--- src/rtl/vbe_pkg.sv ---
package vbe_pkg;
  typedef enum logic [2:0] {
    SEL_UPD_HI = 3'd0,
    SEL_UPD_LO = 3'd1,
    SEL_SRC_HI = 3'd2,
    SEL_SRC_LO = 3'd3,
    SEL_COUNT  = 3'd4,
    SEL_MODE   = 3'd5,
    SEL_DATA   = 3'd6,
    SEL_NONE   = 3'd7
  } reg_sel_e;

  typedef enum logic [1:0] {
    ST_IDLE  = 2'd0,
    ST_READ  = 2'd1,
    ST_WRITE = 2'd2
  } eng_state_e;
endpackage

--- src/rtl/vbe_addr_reg.sv ---
module vbe_addr_reg #(
  parameter int ADDR_W = 16
) (
  input  logic              clk,
  input  logic              rst_n,
  input  logic              ld_hi,
  input  logic              ld_lo,
  input  logic [7:0]        byte_in,
  input  logic              step,
  output logic [ADDR_W-1:0] q
);
  localparam int HI_W = ADDR_W - 8;

  logic [ADDR_W-1:0] q_d;
  logic              q_en;

  always_comb begin
    q_d = q;
    if (ld_hi) q_d[ADDR_W-1:8] = byte_in[HI_W-1:0];
    if (ld_lo) q_d[7:0]        = byte_in;
    if (step)  q_d             = q + 1'b1;
  end

  assign q_en = ld_hi | ld_lo | step;

  always_ff @(posedge clk or negedge rst_n) begin
    if (!rst_n)    q <= '0;
    else if (q_en) q <= q_d;
  end
endmodule

--- src/rtl/vbe_engine_ctrl.sv ---
module vbe_engine_ctrl
  import vbe_pkg::*;
#(
  parameter int ADDR_W = 16,
  parameter int CNT_W  = 8
) (
  input  logic              clk,
  input  logic              rst_n,
  input  logic              start,
  input  logic              copy_mode,
  input  logic [CNT_W-1:0]  count,
  input  logic [7:0]        start_byte,
  input  logic [ADDR_W-1:0] upd_addr,
  input  logic [ADDR_W-1:0] src_addr,
  input  logic              mem_gnt,
  input  logic [7:0]        mem_rdata,
  output logic              mem_req,
  output logic              mem_we,
  output logic [ADDR_W-1:0] mem_addr,
  output logic [7:0]        mem_wdata,
  output logic              busy,
  output logic              step_upd,
  output logic              step_src,
  output logic [7:0]        data_q
);
  eng_state_e       st_q, st_d;
  logic [CNT_W-1:0] rem_q, rem_d;
  logic [7:0]       data_d;
  logic             work_en;

  always_comb begin
    st_d     = st_q;
    rem_d    = rem_q;
    data_d   = data_q;
    step_upd = 1'b0;
    step_src = 1'b0;
    unique case (st_q)
      ST_IDLE: begin
        if (start) begin
          data_d = start_byte;
          rem_d  = count;
          st_d   = copy_mode ? ST_READ : ST_WRITE;
        end
      end
      ST_READ: begin
        if (mem_gnt) begin
          data_d   = mem_rdata;
          step_src = 1'b1;
          st_d     = ST_WRITE;
        end
      end
      ST_WRITE: begin
        if (mem_gnt) begin
          step_upd = 1'b1;
          if (rem_q == '0) begin
            st_d = ST_IDLE;
          end else begin
            rem_d = rem_q - 1'b1;
            st_d  = copy_mode ? ST_READ : ST_WRITE;
          end
        end
      end
      default: st_d = ST_IDLE;
    endcase
  end

  assign work_en = (st_q == ST_IDLE) ? start : mem_gnt;

  always_ff @(posedge clk or negedge rst_n) begin
    if (!rst_n) begin
      st_q   <= ST_IDLE;
      rem_q  <= '0;
      data_q <= '0;
    end else if (work_en) begin
      st_q   <= st_d;
      rem_q  <= rem_d;
      data_q <= data_d;
    end
  end

  assign busy      = (st_q != ST_IDLE);
  assign mem_req   = busy;
  assign mem_we    = (st_q == ST_WRITE);
  assign mem_addr  = mem_we ? upd_addr : src_addr;
  assign mem_wdata = data_q;

  // a stalled request must not change until granted
  p_req_hold_r9: assert property (@(posedge clk) disable iff (!rst_n)
    (mem_req && !mem_gnt) |=> (mem_req && $stable(mem_addr) && $stable(mem_we)
                              && $stable(mem_wdata)))
    else $error("request changed before grant");

  // a granted read is always followed by a write of the fetched byte
  p_read_then_write_r4: assert property (@(posedge clk) disable iff (!rst_n)
    (mem_req && !mem_we && mem_gnt) |=> (mem_req && mem_we && mem_wdata == $past(mem_rdata)))
    else $error("copy read not followed by write");
endmodule

--- src/rtl/vmem_bulk_engine.sv ---
module vmem_bulk_engine
  import vbe_pkg::*;
#(
  parameter int ADDR_W = 16,
  parameter int CNT_W  = 8
) (
  input  logic              clk,
  input  logic              rst_n,
  input  logic              cfg_we,
  input  logic [2:0]        cfg_sel,
  input  logic [7:0]        cfg_wdata,
  output logic              busy,
  output logic [ADDR_W-1:0] upd_addr,
  output logic [ADDR_W-1:0] src_addr,
  output logic [7:0]        data_byte,
  output logic              mem_req,
  output logic              mem_we,
  output logic [ADDR_W-1:0] mem_addr,
  output logic [7:0]        mem_wdata,
  input  logic              mem_gnt,
  input  logic [7:0]        mem_rdata
);
  localparam int NPTR = 2;

  logic [1:0]       rst_sync_q;
  logic             rst_i_n;
  reg_sel_e         sel_e;
  logic             accept, start;
  logic [CNT_W-1:0] cnt_q, cnt_d;
  logic             mode_q, mode_d;
  logic             cnt_en, mode_en;
  logic [NPTR-1:0]  ld_hi, ld_lo, step;
  logic [ADDR_W-1:0] ptr_q [NPTR];
  logic             step_upd, step_src;

  always_ff @(posedge clk or negedge rst_n) begin
    if (!rst_n) rst_sync_q <= 2'b00;
    else        rst_sync_q <= {rst_sync_q[0], 1'b1};
  end
  assign rst_i_n = rst_sync_q[1];

  assign sel_e  = reg_sel_e'(cfg_sel);
  assign accept = cfg_we && !busy;
  assign start  = accept && (sel_e == SEL_DATA);

  always_comb begin
    cnt_d   = cfg_wdata[CNT_W-1:0];
    mode_d  = cfg_wdata[0];
    cnt_en  = accept && (sel_e == SEL_COUNT);
    mode_en = accept && (sel_e == SEL_MODE);
    ld_hi   = {accept && (sel_e == SEL_SRC_HI), accept && (sel_e == SEL_UPD_HI)};
    ld_lo   = {accept && (sel_e == SEL_SRC_LO), accept && (sel_e == SEL_UPD_LO)};
    step    = {step_src, step_upd};
  end

  always_ff @(posedge clk or negedge rst_i_n) begin
    if (!rst_i_n) begin
      cnt_q  <= '0;
      mode_q <= 1'b0;
    end else begin
      if (cnt_en)  cnt_q  <= cnt_d;
      if (mode_en) mode_q <= mode_d;
    end
  end

  // index 0: destination pointer, index 1: source pointer
  for (genvar g = 0; g < NPTR; g++) begin : g_ptr
    vbe_addr_reg #(.ADDR_W(ADDR_W)) u_ptr (
      .clk     (clk),
      .rst_n   (rst_i_n),
      .ld_hi   (ld_hi[g]),
      .ld_lo   (ld_lo[g]),
      .byte_in (cfg_wdata),
      .step    (step[g]),
      .q       (ptr_q[g])
    );
  end

  assign upd_addr = ptr_q[0];
  assign src_addr = ptr_q[1];

  vbe_engine_ctrl #(.ADDR_W(ADDR_W), .CNT_W(CNT_W)) u_ctrl (
    .clk        (clk),
    .rst_n      (rst_i_n),
    .start      (start),
    .copy_mode  (mode_q),
    .count      (cnt_q),
    .start_byte (cfg_wdata),
    .upd_addr   (upd_addr),
    .src_addr   (src_addr),
    .mem_gnt    (mem_gnt),
    .mem_rdata  (mem_rdata),
    .mem_req    (mem_req),
    .mem_we     (mem_we),
    .mem_addr   (mem_addr),
    .mem_wdata  (mem_wdata),
    .busy       (busy),
    .step_upd   (step_upd),
    .step_src   (step_src),
    .data_q     (data_byte)
  );

  // a data write while idle starts a transfer on the next cycle
  p_start_busy_r6: assert property (@(posedge clk) disable iff (!rst_i_n)
    (cfg_we && cfg_sel == 3'd6 && !busy) |=> busy)
    else $error("data write did not start transfer");

  // no memory traffic while idle
  p_idle_quiet_r6: assert property (@(posedge clk) disable iff (!rst_i_n)
    !busy |-> !mem_req)
    else $error("request while idle");

  // destination advances by one (mod 2^ADDR_W) after each granted write
  p_dst_step_r5: assert property (@(posedge clk) disable iff (!rst_i_n)
    (mem_req && mem_we && mem_gnt) |=> (upd_addr == ADDR_W'($past(mem_addr) + 1'b1)))
    else $error("destination pointer did not step");

  // source advances by one after each granted read
  p_src_step_r4: assert property (@(posedge clk) disable iff (!rst_i_n)
    (mem_req && !mem_we && mem_gnt) |=> (src_addr == ADDR_W'($past(mem_addr) + 1'b1)))
    else $error("source pointer did not step");

  // a fill never reads memory
  p_fill_no_read_r3: assert property (@(posedge clk) disable iff (!rst_i_n)
    (busy && !mode_q) |-> !(mem_req && !mem_we))
    else $error("read issued in fill mode");

  // length and mode are frozen during a transfer
  p_cfg_frozen_r7: assert property (@(posedge clk) disable iff (!rst_i_n)
    busy |=> ($stable(cnt_q) && $stable(mode_q)))
    else $error("configuration changed while busy");
endmodule

--- config.mk ---
export PLATFORM = sky130hd
export DESIGN_NAME = vmem_bulk_engine
export DESIGN_NICKNAME = d
export VERILOG_FILES = /design/src/rtl/vbe_pkg.sv /design/src/rtl/vbe_addr_reg.sv /design/src/rtl/vbe_engine_ctrl.sv /design/src/rtl/vmem_bulk_engine.sv
export SDC_FILE = /design/constraint.sdc
export NUM_CORES = 1
export LEC_CHECK = 0
export ABC_AREA = 1
export BUFFER_PORTS_ARGS = -buffer_cell sky130_fd_sc_hd__buf_4
export CELL_PAD_IN_SITES_DETAIL_PLACEMENT = 0
export CELL_PAD_IN_SITES_GLOBAL_PLACEMENT = 1
export CORE_MARGIN = 2
export CORE_UTILIZATION = 41
export DETAILED_ROUTE_END_ITERATION = 10
export PLACE_DENSITY_LB_ADDON = 0.12
export RECOVER_POWER = 100
export SETUP_SLACK_MARGIN = 0.15
export SYNTH_ARGS = -nofsm -noshare
export SYNTH_HDL_FRONTEND = slang
export SYNTH_SLANG_ARGS = --single-unit
--- constraint.sdc ---
create_clock -name clk -period 4.05 [get_ports clk]
set_input_delay 0.81 -clock clk [delete_from_list [all_inputs] [get_ports clk]]
set_output_delay 0.81 -clock clk [all_outputs]
set_load 0.1 [all_outputs]
==> flow_summary_export.csv, run 1 <==
group,metric,value,unit
logic_synthesis,synth-seq-area-share,38.8,%
logic_synthesis,yosysTopAreaCellShare,38.8,%
logic_synthesis,yosys.cell_count.top_type,"nand2_1",
routing,num_vias,4053,
outcome,status,"finished, violations left",
global_route,grt_overflow,0,
routing,drc,0,
sta,hold_viol,0,
cts,numCtsBuffers,9,
floorplan,start_util,42.3,%
layout,fin_area,4560,um2
cts,clock-sinks,61,
routing,via_per_inst,5.19,
sta,relSlewSlack,-38.3,%
layout,antenna_cells,0,
cts,clkTransAtPathRegs,0.08,ns
cts,worstSkewPairLatency,0.35,ns
logic_synthesis,synth_cells,568,
sta,timing.fmax,295,MHz
worst_setup_path,critPathTopFamily,"simple AND/OR/NAND/NOR gates",
logic_synthesis,synth_enable_flop_cells,0,
routing,drt_iter0_drc,279,
worst_setup_path,cp_data_required_time,3.24,ns
sta,min_period,3.39,ns
placed_design,placed_area,4630,um2
global_route,grt_pass1_vias,3748,
floorplan,die_h,102,um
worst_setup_path,cp.depth,4,
cts,cts_hold_buf,0,
sta,grt_setup_unrepaired,"false",
routing,dr.pass1.iters,5,
worst_setup_path,cp_max_fo,19,
min_path,hold_class,"input pin to asynchronous set/reset pin",
floorplan,io_pins,90,
cts,cts_resized,0,
worst_setup_path,cp_data_arrival_time,2.58,ns
logic_synthesis,yosysUniqueCellTypes,33,
logic_synthesis,async_reset_ff_share,100,%
cts,post_cts_buffers,0,
run,cap_violations,1,
placed_design,hpwl,9020,um
sta,fin_ws,0.664,ns
outcome,violations,"capacitance limit, slew limit",
layout,fin_nets,673,
placed_design,dp_worst_setup_slack,1.27,ns
placed_design,io_buffers,89,
global_route,grt_pass1_wl,19700,um
logic_synthesis,syn-cell-area,3930,um2
sta,worstMarginPinSlew,2.07,ns
layout,fillers,1030,
sta,finalSetupTns,0,ns
sta,whs,0.229,ns
sta,clock_skew,0.0107,ns
sta,maxSlewViolCount,38,
logic_synthesis,ys_top_cells_by_count,"nand2_1 (172), dfrtp_1 (61), inv_1 (60)",
floorplan,core,9280,um2
layout,syn_to_final_growth,16.1,%
worst_setup_path,end_kind,"primary output",
layout,final_layout_size_suffix_gt1_share,11.0,%
worst_setup_path,r2r_cells,7,
logic_synthesis,ys_warn_count,0,
global_route,antenna_found_initial,0,
floorplan,die_area,10400,um2
worst_setup_path,slowest_delay,1.00,ns
sta,post-route-period-util,83.6,%
cts,clockBufferDepth,2,
routing,ant_nets,0,
sta,setup_viol,0,
logic_synthesis,synth_nets,594,
worst_setup_path,path_cells,"nor2_1, nand2_1, o21ai_0, clkbuf_2",
cts,htreeDepth,3,
floorplan,die_w,102,um
routing,wl,12200,um
cts,cts-root-buf,"clkbuf_8",
worst_setup_path,path_buf_inv,1,
floorplan,num_rows,35,
logic_synthesis,ys.flop_type,"dfrtp_1",
logic_synthesis,yosysTopAreaCell,"dfrtp_1",
worst_setup_path,cpMaxStageDelayCell,"nor2_1",
logic_synthesis,ys_ff_latch,61,
global_route,grt_usage,24.7,%
global_route,grt_max_degree,38,
placed_design,place.gp.congestion,0.881,
logic_synthesis,syn_area_per_cell,6.92,um2
worst_setup_path,startpoint_type,"register",
routing,avgRoutedWirePerCell,15.7,um
worst_setup_path,crit_type,"register to primary output",
cts,cts_tree,"done",
logic_synthesis,synth_area_leaders,"dfrtp_1 (39%), nand2_1 (16%), o21ai_0 (7.4%), nand3_1 (6.9%), inv_1 (5.7%)",
## logic make-up after synthesis
kind of cell             count (synthesis)  synth area share [%]
AO/OA/AOI/OAI                          101                  14.5
XOR/XNOR                                 5                  1.11
adder cells (fa/ha/maj)                  3                 0.955
buffers and inverters                   88                  9.87
flip-flops                              61                  38.8
multiplexers                             6                  1.72
other                                    1                0.0954
AND/OR/NAND/NOR                        303                  33.0
## layout make-up
cell class | instances | area [um2] | share of cell area, %
Multi-Input combinational cell | 419 | 1960 | 43.0
Timing Repair Buffer | 91 | 445 | 9.76
Sequential cell | 61 | 1530 | 33.5
Clock inverter | 6 | 86.3 | 1.89
Inverter | 65 | 244 | 5.35
Tap cell | 129 | 161 | 3.54
Clock buffer | 10 | 138 | 3.02
## sequential cells by signal, summed over array words and instances (netlist names)
signal         cells
u_ctrl.rem_q       8
g_ptr.u_ptr.q     32
u_ctrl.data_q      8
rst_sync_q         2
u_ctrl.st_q        2
cnt_q              8
mode_q             1
## routing by layer
layer	up-vias	GRT usage, %	part of all wire, %
met5	-	0	0
met2	123	39.2	46
li1	2001	-	-
met4	0	6.97	0.99
met1	1918	34.9	47
met3	11	4.24	5.9
## worst paths after layout
path	from	end	slack, ns
max	u_ctrl.st_q[0]$_DFFE_PN0P_	mem_addr[6]	0.66
min	rst_n	rst_sync_q[0]$_DFF_PN0_	0.23
max reg2reg	u_ctrl.st_q[0]$_DFFE_PN0P_	g_ptr[0].u_ptr.q[12]$_DFFE_PN0P_	0.74
min reg2reg	rst_sync_q[0]$_DFF_PN0_	rst_sync_q[1]$_DFF_PN0_	0.35
max in group asynchronous	rst_sync_q[1]$_DFF_PN0_	u_ctrl.st_q[1]$_DFFE_PN0P_	1.14
min in group clk	rst_sync_q[0]$_DFF_PN0_	rst_sync_q[1]$_DFF_PN0_	0.35
## worst reg2reg max path, cell delays in order, from the launching register on
cell	delay (ns)
dfrtp_1	0.52
nor2_1	1.00
nand2_1	0.74
inv_2	0.44
nand3_1	0.20
o21ai_0	0.20
nand2_1	0.08
nand2_1	0.08
## metrics by stage
step                      util, %  instances
after floorplan                 -        568
after global placement       49.9        765
after detailed placement     49.9        765
after CTS                    52.3        781
after global routing         49.2        781
final                        49.2        781
## placed cells by master, fill, tap and decap left out, types with 8 or more instances in the layout
cell,n
a21oi_1,10
a31oi_1,11
buf_4,22
clkbuf_1,52
clkbuf_2,17
clkbuf_8,10
dfrtp_1,61
inv_1,61
nand2_1,177
nand3_1,54
nor2_1,57
o211ai_1,8
o21ai_0,51
o21ai_1,14
Power of run 1 is left out: the tool's default activity adds up to more than one toggle a clock period on the data nets, which glitch-free logic cannot reach.
==> inputs of run 2 (changes only) <==
ABC_AREA = 0   (was 1)
CORE_UTILIZATION = 39   (was 41)
clock period = 3.4 ns   (was 4.05 ns; I/O delays follow)
==> run 2 against run 1 <==
  * Design area decreased by 8.7%
  * Highest routed layer unchanged
  * Non-clock buffer count increased by 1
  * First-iteration DRC count shrank 20%
  * The run now ends clean
  * Final cell count down 23%
  * Via count down 14%
==> flow_summary_export.csv, run 2 <==
group,metric,value,unit
routing,ant_nets,0,
layout,antenna_cells,0,
run,cap_violations,0,
worst_setup_path,r2r_cells,4,
sta,clock_skew,0.00619,ns
placed_design,io_buffers,89,
placed_design,place.gp.congestion,0.843,
worst_setup_path,rrSetupSlack,0.52,ns
sta,min_period,3.00,ns
logic_synthesis,synth_enable_flop_cells,0,
logic_synthesis,yosysTopAreaCellShare,42.9,%
sta,relSlewSlack,9.06,%
sta,grt_setup_unrepaired,"false",
logic_synthesis,syn_area_per_cell,8.66,um2
worst_setup_path,crit_path_start,"u_ctrl.st_q[1]$_DFFE_PN0P_",
placed_design,placed_area,4250,um2
layout,fin_area,4160,um2
logic_synthesis,yosys.cell_count.top_type,"nand2_1",
layout,largest_register,"g_ptr.u_ptr.q",
logic_synthesis,ys.flop_type,"dfrtp_1",
global_route,grt_pass1_vias,3375,
layout,fin_nets,516,
floorplan,start_util,40.4,%
worst_setup_path,end_kind,"primary output",
worst_setup_path,cp_data_required_time,2.72,ns
routing,num_vias,3471,
logic_synthesis,syn-cell-area,3560,um2
cts,clkTransAtPathRegs,0.07,ns
logic_synthesis,ys_warn_count,0,
routing,avgRoutedWirePerCell,18.9,um
worst_setup_path,cp_data_arrival_time,2.32,ns
logic_synthesis,synth_nets,437,
floorplan,die_area,9910,um2
layout,syn_to_final_growth,16.9,%
layout,seq_area,1530,um2
layout,multi_input_area,1830,um2
cts,clockBufferDepth,2,
layout,largest_register_ffs,32,
worst_setup_path,r2r_start,"u_ctrl.st_q[1]$_DFFE_PN0P_",
floorplan,num_rows,34,
global_route,grt_overflow,0,
sta,maxSlewViolCount,0,
placed_design,hpwl,8000,um
cts,cts_resized,0,
global_route,grt_pass1_wl,18400,um
logic_synthesis,synth_cells,411,
worst_setup_path,crit_type,"register to primary output",
global_route,antenna_found_initial,0,
routing,drc,0,
sta,setup_viol,0,
cts,cts_hold_buf,0,
sta,timing.fmax,334,MHz
logic_synthesis,yosysUniqueCellTypes,57,
sta,worstMarginPinSlew,1.35,ns
floorplan,die_w,99.6,um
cts,worstSkewPairLatency,0.34,ns
routing,via_per_inst,5.76,
cts,clock-sinks,61,
floorplan,core,8810,um2
routing,dr.pass1.iters,4,
floorplan,io_pins,90,
worst_setup_path,timing.rr.end,"g_ptr[1].u_ptr.q[0]$_DFFE_PN0P_",
logic_synthesis,ys_top_cells_by_count,"nand2_1 (76), dfrtp_1 (61), o21ai_0 (36)",
worst_setup_path,startpoint_type,"register",
cts,cts-root-buf,"clkbuf_8",
global_route,grt_usage,23.9,%
routing,wl,11400,um
floorplan,die_h,99.6,um
layout,final_cell_mix,"nand2_1 (76), dfrtp_1 (61), clkbuf_1 (55), o21ai_0 (33), nor2_1 (31)",
logic_synthesis,ys_ff_latch,61,
cts,numCtsBuffers,9,
cts,cts_tree,"done",
min_path,hold_class,"input pin to asynchronous set/reset pin",
logic_synthesis,synth-seq-area-share,42.9,%
cts,htreeDepth,3,
sta,post-route-period-util,88.1,%
routing,drt_iter0_drc,222,
worst_setup_path,cp_max_fo,33,
logic_synthesis,async_reset_ff_share,100,%
layout,fillers,921,
outcome,status,"finished, final reports clean",
layout,final_common_cell,"nand2_1",
cts,post_cts_buffers,0,
logic_synthesis,yosysTopAreaCell,"dfrtp_1",
worst_setup_path,endpoint,"mem_addr[5]",
layout,final_layout_size_suffix_gt1_share,14.9,%
logic_synthesis,synth_area_leaders,"dfrtp_1 (43%), nand2_1 (8.0%), o21ai_0 (5.1%), a21oi_1 (3.8%), nor2_1 (3.3%)",
sta,finalSetupTns,0,ns
global_route,grt_max_degree,34,
sta,hold_viol,0,
[run 2: changes by cell type after synthesis, sizes merged, moves of 7 or more]
cell	previous run	this run
inv	65	11
clkbuf	4	11
nand2	178	76
o21ai	67	37
nand3	55	15
a31oi	11	0
or4	0	7
a211oi	0	11
nor2	57	31
a21oi	10	27
mux2i	0	11
[run 2: worst max-delay path: stages (launching register included)]
cell and delay, ns:
dfrtp_1 0.52, nand2b_1 0.16, clkbuf_2 0.56, nand2_1 0.11, o21ai_1 0.12, clkbuf_2 0.49
[run 2: cell type report]
class | count | share of cell area [%]
clock inverter | 2 | 0.240
multi-input combinational | 314 | 44.0
timing repair buffer | 92 | 11.1
sequential | 61 | 36.7
inverter | 12 | 1.08
tap | 108 | 3.25
clock buffer | 14 | 3.67
[run 2: stage by stage]
step	util [%]	cells	hold WS, ns	worst slack, ns
after floorplan	-	411	0.331	0.164
after global placement	48.3	587	0.328	0.987
after detailed placement	48.3	587	0.335	0.940
after CTS	50.1	603	0.0945	0.582
after global routing	47.3	603	0.101	0.208
final	47.3	603	0.106	0.405
[run 2: per-layer routing]
metal	wire, um	part of all wire [%]	GRT usage, %
met5	0	0	0
met4	295	2.6	9.59
met3	559	4.9	3.72
met2	5030	44	35.2
met1	5510	48	35.2
[run 2: logic make-up (layout without fill, tap and decap cells)]
family	Yosys count	after routing	share of synthesized area (%)
and+or+nand+nor	174	174	24.2
AOI/OAI and AO/OA	115	115	20.6
DFF	61	61	42.9
buffers and inverters	36	120	5.09
muxes	19	19	5.62
adders and majority gates	3	3	1.05
xor gates and xnor gates	2	2	0.492
other	1	1	0.105
[run 2: worst min-delay path by stage]
stage | startpoint | to | slack [ns] | depth (start not counted)
after floorplan | rst_sync_q[0]$_DFF_PN0_ | rst_sync_q[1]$_DFF_PN0_ | 0.33 | 0
after global placement | rst_sync_q[1]$_DFF_PN0_ | cnt_q[3]$_DFFE_PN0P_ | 0.33 | 0
after detailed placement | rst_sync_q[1]$_DFF_PN0_ | cnt_q[3]$_DFFE_PN0P_ | 0.34 | 0
after CTS | rst_n | rst_sync_q[1]$_DFF_PN0_ | 0.09 | 1
after global routing | rst_n | rst_sync_q[0]$_DFF_PN0_ | 0.10 | 1
final | rst_n | rst_sync_q[0]$_DFF_PN0_ | 0.11 | 1
Power of run 2 is left out for the same reason.
